<file path="src/rtl/onoff_pkg.sv">
package onoff_pkg;
  // Strobes from the control side to the datapath side
  typedef struct packed {
    logic take;  // sender launches srcData into the forward path
    logic push;  // forward path head is written into the FIFO
    logic pop;   // FIFO head is handed to the consumer
  } linkStrobe_t;
endpackage

</file>
<file path="src/rtl/onoff_ctrl.sv">
module onoff_ctrl
  import onoff_pkg::*;
#(
  parameter int DEPTH   = 16,
  parameter int BWD_DLY = 2,
  parameter int OFF_TH  = 11,
  parameter int ON_TH   = 6,
  parameter int LVL_W   = $clog2(DEPTH + 1)
) (
  input  logic             clk,
  input  logic             rstN,
  input  logic             srcValid,
  input  logic             sinkReady,
  input  logic             arrValid,
  output linkStrobe_t      strb,
  output logic [LVL_W-1:0] level,
  output logic             rxOff,
  output logic             txOff,
  output logic             sinkValid
);
  localparam logic [LVL_W-1:0] FULL_LVL = LVL_W'(DEPTH);
  localparam logic [LVL_W-1:0] OFF_LVL  = LVL_W'(OFF_TH);
  localparam logic [LVL_W-1:0] ON_LVL   = LVL_W'(ON_TH);

  logic [LVL_W-1:0]   levelQ;
  logic               rxOffQ;
  logic [BWD_DLY-1:0] backPipe;

  assign level     = levelQ;
  assign rxOff     = rxOffQ;
  assign txOff     = backPipe[BWD_DLY-1];
  assign sinkValid = (levelQ != '0);

  always_comb begin
    strb.take = srcValid && !backPipe[BWD_DLY-1];
    strb.pop  = sinkReady && (levelQ != '0);
    strb.push = arrValid && ((levelQ != FULL_LVL) || strb.pop);
  end

  always_ff @(posedge clk) begin
    if (!rstN) begin
      levelQ <= '0;
    end else begin
      case ({strb.push, strb.pop})
        2'b10:   levelQ <= levelQ + 1'b1;
        2'b01:   levelQ <= levelQ - 1'b1;
        default: levelQ <= levelQ;
      endcase
    end
  end

  // hysteretic stop signal
  always_ff @(posedge clk) begin
    if (!rstN) begin
      rxOffQ <= 1'b0;
    end else if (levelQ >= OFF_LVL) begin
      rxOffQ <= 1'b1;
    end else if (levelQ <= ON_LVL) begin
      rxOffQ <= 1'b0;
    end
  end

  // return path delay of the stop signal
  generate
    if (BWD_DLY == 1) begin : g_back1
      always_ff @(posedge clk) begin
        if (!rstN) backPipe <= '0;
        else       backPipe <= rxOffQ;
      end
    end else begin : g_backN
      always_ff @(posedge clk) begin
        if (!rstN) backPipe <= '0;
        else       backPipe <= {backPipe[BWD_DLY-2:0], rxOffQ};
      end
    end
  endgenerate
endmodule

</file>
<file path="src/rtl/onoff_dp.sv">
module onoff_dp
  import onoff_pkg::*;
#(
  parameter int DATA_W  = 8,
  parameter int DEPTH   = 16,
  parameter int FWD_DLY = 2
) (
  input  logic              clk,
  input  logic              rstN,
  input  linkStrobe_t       strb,
  input  logic [DATA_W-1:0] srcData,
  output logic              arrValid,
  output logic [DATA_W-1:0] sinkData
);
  localparam int PTR_W = (DEPTH > 1) ? $clog2(DEPTH) : 1;
  localparam logic [PTR_W-1:0] LAST_PTR = PTR_W'(DEPTH - 1);

  logic [FWD_DLY-1:0] fwdVld;
  logic [DATA_W-1:0]  fwdDat [FWD_DLY];
  logic [DATA_W-1:0]  mem    [DEPTH];
  logic [PTR_W-1:0]   wrPtr;
  logic [PTR_W-1:0]   rdPtr;

  // forward wire delay, one register per stage
  generate
    for (genvar s = 0; s < FWD_DLY; s++) begin : g_fwd
      if (s == 0) begin : g_head
        always_ff @(posedge clk) begin
          if (!rstN) fwdVld[0] <= 1'b0;
          else       fwdVld[0] <= strb.take;
          fwdDat[0] <= srcData;
        end
      end else begin : g_body
        always_ff @(posedge clk) begin
          if (!rstN) fwdVld[s] <= 1'b0;
          else       fwdVld[s] <= fwdVld[s-1];
          fwdDat[s] <= fwdDat[s-1];
        end
      end
    end
  endgenerate

  assign arrValid = fwdVld[FWD_DLY-1];
  assign sinkData = mem[rdPtr];

  always_ff @(posedge clk) begin
    if (strb.push) mem[wrPtr] <= fwdDat[FWD_DLY-1];
  end

  always_ff @(posedge clk) begin
    if (!rstN) begin
      wrPtr <= '0;
      rdPtr <= '0;
    end else begin
      if (strb.push) wrPtr <= (wrPtr == LAST_PTR) ? '0 : wrPtr + 1'b1;
      if (strb.pop)  rdPtr <= (rdPtr == LAST_PTR) ? '0 : rdPtr + 1'b1;
    end
  end
endmodule

</file>
<file path="src/rtl/onoff_link.sv">
module onoff_link
  import onoff_pkg::*;
#(
  parameter int DATA_W  = 8,
  parameter int DEPTH   = 16,
  parameter int FWD_DLY = 2,
  parameter int BWD_DLY = 2,
  parameter int OFF_TH  = DEPTH - (FWD_DLY + BWD_DLY + 1),
  parameter int ON_TH   = FWD_DLY + BWD_DLY + 2
) (
  input  logic                         clk,
  input  logic                         rstN,
  input  logic                         srcValid,
  input  logic [DATA_W-1:0]            srcData,
  output logic                         srcTake,
  output logic                         txOff,
  output logic                         rxOff,
  output logic [$clog2(DEPTH+1)-1:0]   level,
  input  logic                         sinkReady,
  output logic                         sinkValid,
  output logic [DATA_W-1:0]            sinkData
);
  localparam int LVL_W = $clog2(DEPTH + 1);

  linkStrobe_t strb;
  logic        arrValid;

  assign srcTake = strb.take;

  onoff_ctrl #(
    .DEPTH(DEPTH), .BWD_DLY(BWD_DLY), .OFF_TH(OFF_TH), .ON_TH(ON_TH), .LVL_W(LVL_W)
  ) u_ctrl (
    .clk(clk), .rstN(rstN), .srcValid(srcValid), .sinkReady(sinkReady),
    .arrValid(arrValid), .strb(strb), .level(level), .rxOff(rxOff),
    .txOff(txOff), .sinkValid(sinkValid)
  );

  onoff_dp #(
    .DATA_W(DATA_W), .DEPTH(DEPTH), .FWD_DLY(FWD_DLY)
  ) u_dp (
    .clk(clk), .rstN(rstN), .strb(strb), .srcData(srcData),
    .arrValid(arrValid), .sinkData(sinkData)
  );
endmodule

</file>
<file path="config.mk">
export PLATFORM = sky130hd
export DESIGN_NAME = onoff_link
export DESIGN_NICKNAME = d
export VERILOG_FILES = /design/src/rtl/onoff_pkg.sv /design/src/rtl/onoff_ctrl.sv /design/src/rtl/onoff_dp.sv /design/src/rtl/onoff_link.sv
export SDC_FILE = /design/constraint.sdc
export NUM_CORES = 1
export LEC_CHECK = 0
export ABC_AREA = 0
export ABC_CLOCK_PERIOD_IN_PS = 3000
export CORE_UTILIZATION = 55
export CTS_CLUSTER_DIAMETER = 40
export DETAILED_ROUTE_END_ITERATION = 8
export PLACE_DENSITY_LB_ADDON = 0.12
export SYNTH_ARGS = -nofsm -noshare
export SYNTH_HDL_FRONTEND = slang
export SYNTH_SLANG_ARGS = --single-unit
</file>
<file path="constraint.sdc">
create_clock -name clk -period 3 [get_ports clk]
set_input_delay 0.6 -clock clk [delete_from_list [all_inputs] [get_ports clk]]
set_output_delay 0.6 -clock clk [all_outputs]
set_load 0.02 [all_outputs]
</file>
# Yosys cells after proc, flatten, opt, wreduce, memory -nomap -nowiden
# Memories as Yosys holds them, arrays and structs flattened. A register that Yosys moved wholly into a read port is not among the register bits.
# Index checks and enable logic that the tools add are counted.
# totals
mem_bits_rw,144
regBits,18
input_bits,12
memories,2
# op_classes
order_cmp,2
n_eq_ne,5
n_reduce_logical,8
mux,9
add_sub_neg,4
# mem_list
name,words,word_bits,rd,rd_clocked_by_memory_dff,write_ports,line_no,rtl
u_dp.mem,16,8,1,1,1,onoff_dp.sv:20,logic [DATA_W-1:0] mem [DEPTH];
u_dp.fwdDat,2,8,2,0,2,onoff_dp.sv:19,logic [DATA_W-1:0] fwdDat [FWD_DLY];
# op_table
operator,count
2-to-1 mux 4 bit,4
case mux 5 bit (2 select lines),1
"adder 4 x 1 -> 4 bit, second input constant",2
"equality test 4 bit, second input constant",2
"adder 5 x 1 -> 5 bit, second input constant",1
"greater-or-equal comparator 5 x 4 -> 1 bit, second input constant",1
"<= comparator 5 x 3 -> 1 bit, second input constant",1
"inequality test 5 bit, second input constant",1
nonzero test 5 bit,1
"subtractor 5 x 1 -> 5 bit, second input constant",1
2-to-1 mux 1 bit,4
nonzero test 2 bit,2
logical AND 1 bit,3
"equality test 2 x 1 -> 1 bit, second input constant",1
"equality test 2 bit, second input constant",1
zero test 1 bit,1
logical OR 1 bit,1

# Logic depth before layout (Yosys ltp)
# logic_depth
word_depth,6
ltp_mapped,13
ltp_nobuf,10

# Cells and area by module
# Synthesis repeated with hierarchy kept, for this count alone.
# hier_totals
hier_cells,362
hier_area_um2,6486.2
# modules_own_cells
mod,n_inst,seq_area_each_um2,cells_each,area_per_inst_um2
onoff_dp,1,4444.3,287,5873.1
onoff_ctrl,1,160.2,75,613.1

# Worst setup path before layout
# OpenSTA, ideal clock, no wires.
# synth_path
path_type,reg-to-reg
startpoint,reg u_ctrl.levelQ[1] (netlist: u_ctrl.level[1])
endpoint,reg u_ctrl.levelQ[2] (netlist: u_ctrl.level[2])
setup_time_ns,0.076
setup_slack_ns,0.182
n_path_buf,2
synth_period_minus_slack_ns,2.818
stages_incl_launch_ff,13
arrival_ns,2.742
cell_sequence,dfxtp_1 buf_6 or4_4 o21ai_1 inv_1 ha_1 clkbuf_1 xor2_1 ha_1 a21oi_1 xor2_1 or3_1 a21boi_0
# synth_between
elab_chain_len,6
elab_cells_between_ends,11
# synth_rtl
item,line_no,rtl
"start, declared",onoff_ctrl.sv:25,logic [LVL_W-1:0] levelQ;
"start signal, assigned",onoff_ctrl.sv:45,2'b10: levelQ <= levelQ + 1'b1;
"start signal, assigned",onoff_ctrl.sv:46,2'b01: levelQ <= levelQ - 1'b1;
"start signal, assigned",onoff_ctrl.sv:47,default: levelQ <= levelQ;
nonzero test 5 bit,onoff_ctrl.sv:36,strb.pop = sinkReady && (levelQ != '0);
logical AND 1 bit,onoff_ctrl.sv:36,
logical OR 1 bit,onoff_ctrl.sv:37,strb.push = arrValid && ((levelQ != FULL_LVL) || strb.pop);
logical AND 1 bit,onoff_ctrl.sv:37,
equality test 2 x 1 -> 1 bit / equality test 2 bit (equally long branches),onoff_ctrl.sv:44,"case ({strb.push, strb.pop})"
case mux 5 bit (2 select lines) / nonzero test 2 bit (equally long branches),-,
# Parallel ways exist; a longest one is shown, timed or not.
# A chain may end at the register's enable or synchronous reset.

==> run_results.csv <==
group,metric,value,unit
status,outcome,"completed",
worst_setup_path,r2r-end,"u_ctrl.level[4]$_SDFFE_PN0P_",
placement,gpl.final_weighted_congestion,0.718,
routing,detailedRoute.firstIterationViolations,268,
worst_setup_path,critical_path.max_fanout,16,
routing,wl_per_cell,20.9,µm
worst_setup_path,path_cells,"buf_12 -> mux4_2 -> a22oi_1 -> nand2_1 -> dlygate4sd2_1",
synthesis,syn_nets,380,
hold_path,min-delay-path-class,"register to register",
synthesis,yosys.cell_count.top_type,"edfxtp_1",
sta,timing_worst_slew_pin_value,655,ps
worst_setup_path,critical_path.reg2reg.startpoint,"u_ctrl.level[3]$_SDFFE_PN0P_",
worst_setup_path,path_delay_family,"buffers and inverters",
clocking,cts.sink_count,166,
floorplanning,floorplan.initialDensity,57.5,%
synthesis,synth_enable_flop_cells,128,
floorplanning,die_width,110,µm
power,leakagePower,2.53,nW
sta,final.period_utilization,95.5,%
synthesis,ys_async_sr_fraction,0,%
finish,drive_gt1_share,20.6,%
synthesis,synth.lib_cells_used.distinct,43,
synthesis,yosys_warnings,0,
routing,via_per_instance_ratio,5.85,
grt,globalRouteTotalUtil,21.6,%
placement,numPortBuffers,28,
routing,detail_route.drc_violations,0,
clocking,clk_pin_slew,60,ps
synthesis,synth-seq-cells,166,
sta,max_clock_freq,349,MHz
finish,layout.filler_cells,754,
sta,slew_viol_final,0,
worst_setup_path,reg2reg_depth,10,
floorplanning,floorplan.die_area,12000,µm²
synthesis,synthCells,359,
job,maxCapViolations,0,
clocking,cts_tree,"built",
sta,grt_setup_unrepaired,"no",
floorplanning,io_pins,29,
routing,drt.antenna.violating_nets,0,
worst_setup_path,worst-setup-path-type,"register to primary output",
sta,tns,0,ps
synthesis,synth.yosys.seq_area_share,72.3,%
synthesis,synth_top_area_share,60.4,%
power,cellPowerDensity,775,nW/µm²
grt,grt_pass1_wl,18200,µm
worst_setup_path,worst_setup_path_endpoint,"sinkData[7]",
synthesis,synth_top_flop_cell,"edfxtp_1",
clocking,cts_hold_buffers,0,
worst_setup_path,worst-path-stages,5,
floorplanning,core,11100,µm²
clocking,root_buffer,"clkbuf_16",
finish,nNetsFinal,425,
routing,drt_pre_antenna_iters,4,
sta,hold_viol,0,
worst_setup_path,worstPathArrival,2260,ps
synthesis,synth_commonest_cells,"128 x edfxtp_1, 38 x dfxtp_1, 32 x mux4_2",
finish,layout-area-overhead-vs-synth,17.2,%
worst_setup_path,cpMaxStageDelayCell,"mux4_2",
sta,setup_viol_count_final,0,
floorplanning,placement_rows,38,
routing,routed_wirelength,11600,µm
worst_setup_path,reg2reg_slack,270,ps
power,p_total,5.78,mW
grt,grt_max_degree,33,
sta,skew,9.72,ps
synthesis,synthesis.area_per_instance,17.7,µm²
sta,timing.slew.headroom,56.1,%
clocking,cts.path.max_buffers,2,
synthesis,synth_largest_area_cell,"edfxtp_1",
routing,routed-via-count,3257,
worst_setup_path,critPathMaxStageDelay,520,ps
floorplanning,height_of_the_die,110,µm
clocking,postCtsSetupRepairBufs,0,
clocking,cts_max_level,4,
power,ir_drop,555,µV
grt,grt_remaining_overflow,0,
synthesis,syn-cell-area,6370,µm²
synthesis,ys_top_cells_by_area,"edfxtp_1 60%, dfxtp_1 12%, mux4_2 11%",
placement,post_detail_place_hpwl,7240,µm
worst_setup_path,critPathLaunchType,"register",
grt,first_global_vias,3292,
grt,grt_antenna_before_repair,0,
worst_setup_path,required,2400,ps
sta,post-route-min-period,2860,ps
finish,antennaDiodeCount,0,
worst_setup_path,timing.critical_path.to_type,"primary output",
clocking,tritoncts.num_buffers,17,
clocking,clkLatencyLatePin,410,ps
worst_setup_path,critPathBufInv,2,
kinds of logic (layout without fill, tap and decap cells):
kind of cell / after synthesis / count (layout) / share of synthesized area, %
xor gates and xnor gates: 4 / 4 / 0.550
AOI/OAI and AO/OA: 42 / 42 / 4.60
muxes: 35 / 35 / 11.8
DFF: 166 / 166 / 72.3
and+or+nand+nor: 79 / 79 / 7.19
adders and majority gates: 9 / 9 / 1.77
buffers and inverters: 24 / 82 / 1.81
worst min path at each step:
| stage | startpoint | to | cells after the start |
|---|---|---|---|
| 6_report | u_dp.fwdDat[0][3]$_DFF_P_ | u_dp.fwdDat[0][11]$_DFF_P_ | 0 |
| 2_1_floorplan | u_dp.fwdDat[0][2]$_DFF_P_ | u_dp.fwdDat[0][10]$_DFF_P_ | 0 |
| 5_1_grt | u_dp.fwdDat[0][3]$_DFF_P_ | u_dp.fwdDat[0][11]$_DFF_P_ | 0 |
| 3_5_place_dp | u_dp.fwdDat[0][4]$_DFF_P_ | u_dp.fwdDat[0][12]$_DFF_P_ | 0 |
| 4_1_cts | u_dp.fwdDat[0][3]$_DFF_P_ | u_dp.fwdDat[0][11]$_DFF_P_ | 0 |
| 3_3_place_gp | u_dp.fwdDat[0][6]$_DFF_P_ | u_dp.fwdDat[0][14]$_DFF_P_ | 0 |
timing repair:
item,4_1_cts,5_1_grt
setup endpoints to repair,8,2
pin swaps,0,0
gates cloned,0,1
gates resized for setup,9,0
metrics by stage:
stage | util (%) | hold slack, ps | area [µm²] | setup WS (ps) | instances
2_1_floorplan | - | 310 | 6370 | 182 | 359
3_3_place_gp | 62.2 | 311 | 6890 | 145 | 524
3_5_place_dp | 62.2 | 312 | 6890 | 31.6 | 524
4_1_cts | 67.1 | 327 | 7440 | 65.0 | 556
5_1_grt | 67.4 | 330 | 7460 | 23.5 | 557
6_report | 67.4 | 327 | 7460 | 135 | 557
power breakdown:
group | internal [mW] | switching [mW]
Combinational | 0.584 | 0.569
Sequential | 2.54 | 0.0698
Clock | 1.15 | 0.874
final cells by class:
type	count	area, µm²	area share, %
clock buffers	18	429	5.75
clock inverters	14	124	1.66
inverters	4	20.0	0.268
multi-input cells	169	1660	22.3
flip-flops and latches	166	4610	61.7
well taps	140	175	2.35
repair buffers	46	448	6.00
layer usage:
layer	part of all wire [%]	track usage [%]	routed length (µm)
met1	47	30.5	5450
met2	48	32.3	5630
met3	3.4	4.86	397
met4	1.5	9.62	172
met5	0	0	0
flip-flops by register name, indices dropped and copies added, names as in the netlist, named ones only:
signal and count:
u_dp.rdPtr 4, u_dp.mem 128, u_dp.wrPtr 4, u_ctrl.backPipe 2, u_ctrl.rxOff 1, u_ctrl.level 5
u_dp.fwdDat 16, u_dp.arrValid 1, u_dp.fwdVld 1
worst register-to-register path, cell delays in order, from the launching register on:
cell	delay [ps]
dfxtp_1	370
or4_4	560
o21a_1	260
inv_6	110
ha_1	260
xor2_1	180
ha_1	200
a21oi_1	70
and3_1	200
or3_1	370
nand4b_1	100
placed cells by master, fill, tap and decap left out, drive strengths merged, types with 2 or more instances in the layout:
cell | synthesis | final
clkinvlp | 0 | 4
mux2i | 3 | 3
edfxtp | 128 | 128
or3 | 3 | 3
a22oi | 16 | 16
o211ai | 2 | 2
clkinv | 0 | 4
xnor2 | 2 | 2
nand3 | 7 | 7
dlygate4sd2 | 0 | 8
xor2 | 2 | 2
dfxtp | 38 | 38
a21boi | 5 | 5
and3 | 10 | 10
ha | 9 | 9
nor2 | 7 | 7
o21a | 2 | 2
nand2b | 3 | 3
clkdlybuf4s50 | 0 | 20
clkbuf | 12 | 19
inv | 4 | 9
o21ai | 6 | 6
mux4 | 32 | 32
nor4b | 4 | 4
buf | 8 | 17
nand2 | 17 | 17
a21oi | 4 | 4
a31oi | 2 | 2
and2 | 12 | 12
nor2b | 7 | 7
a21o | 2 | 2
nand4b | 2 | 2
No activity file was read; power rests on OpenSTA's default activity.
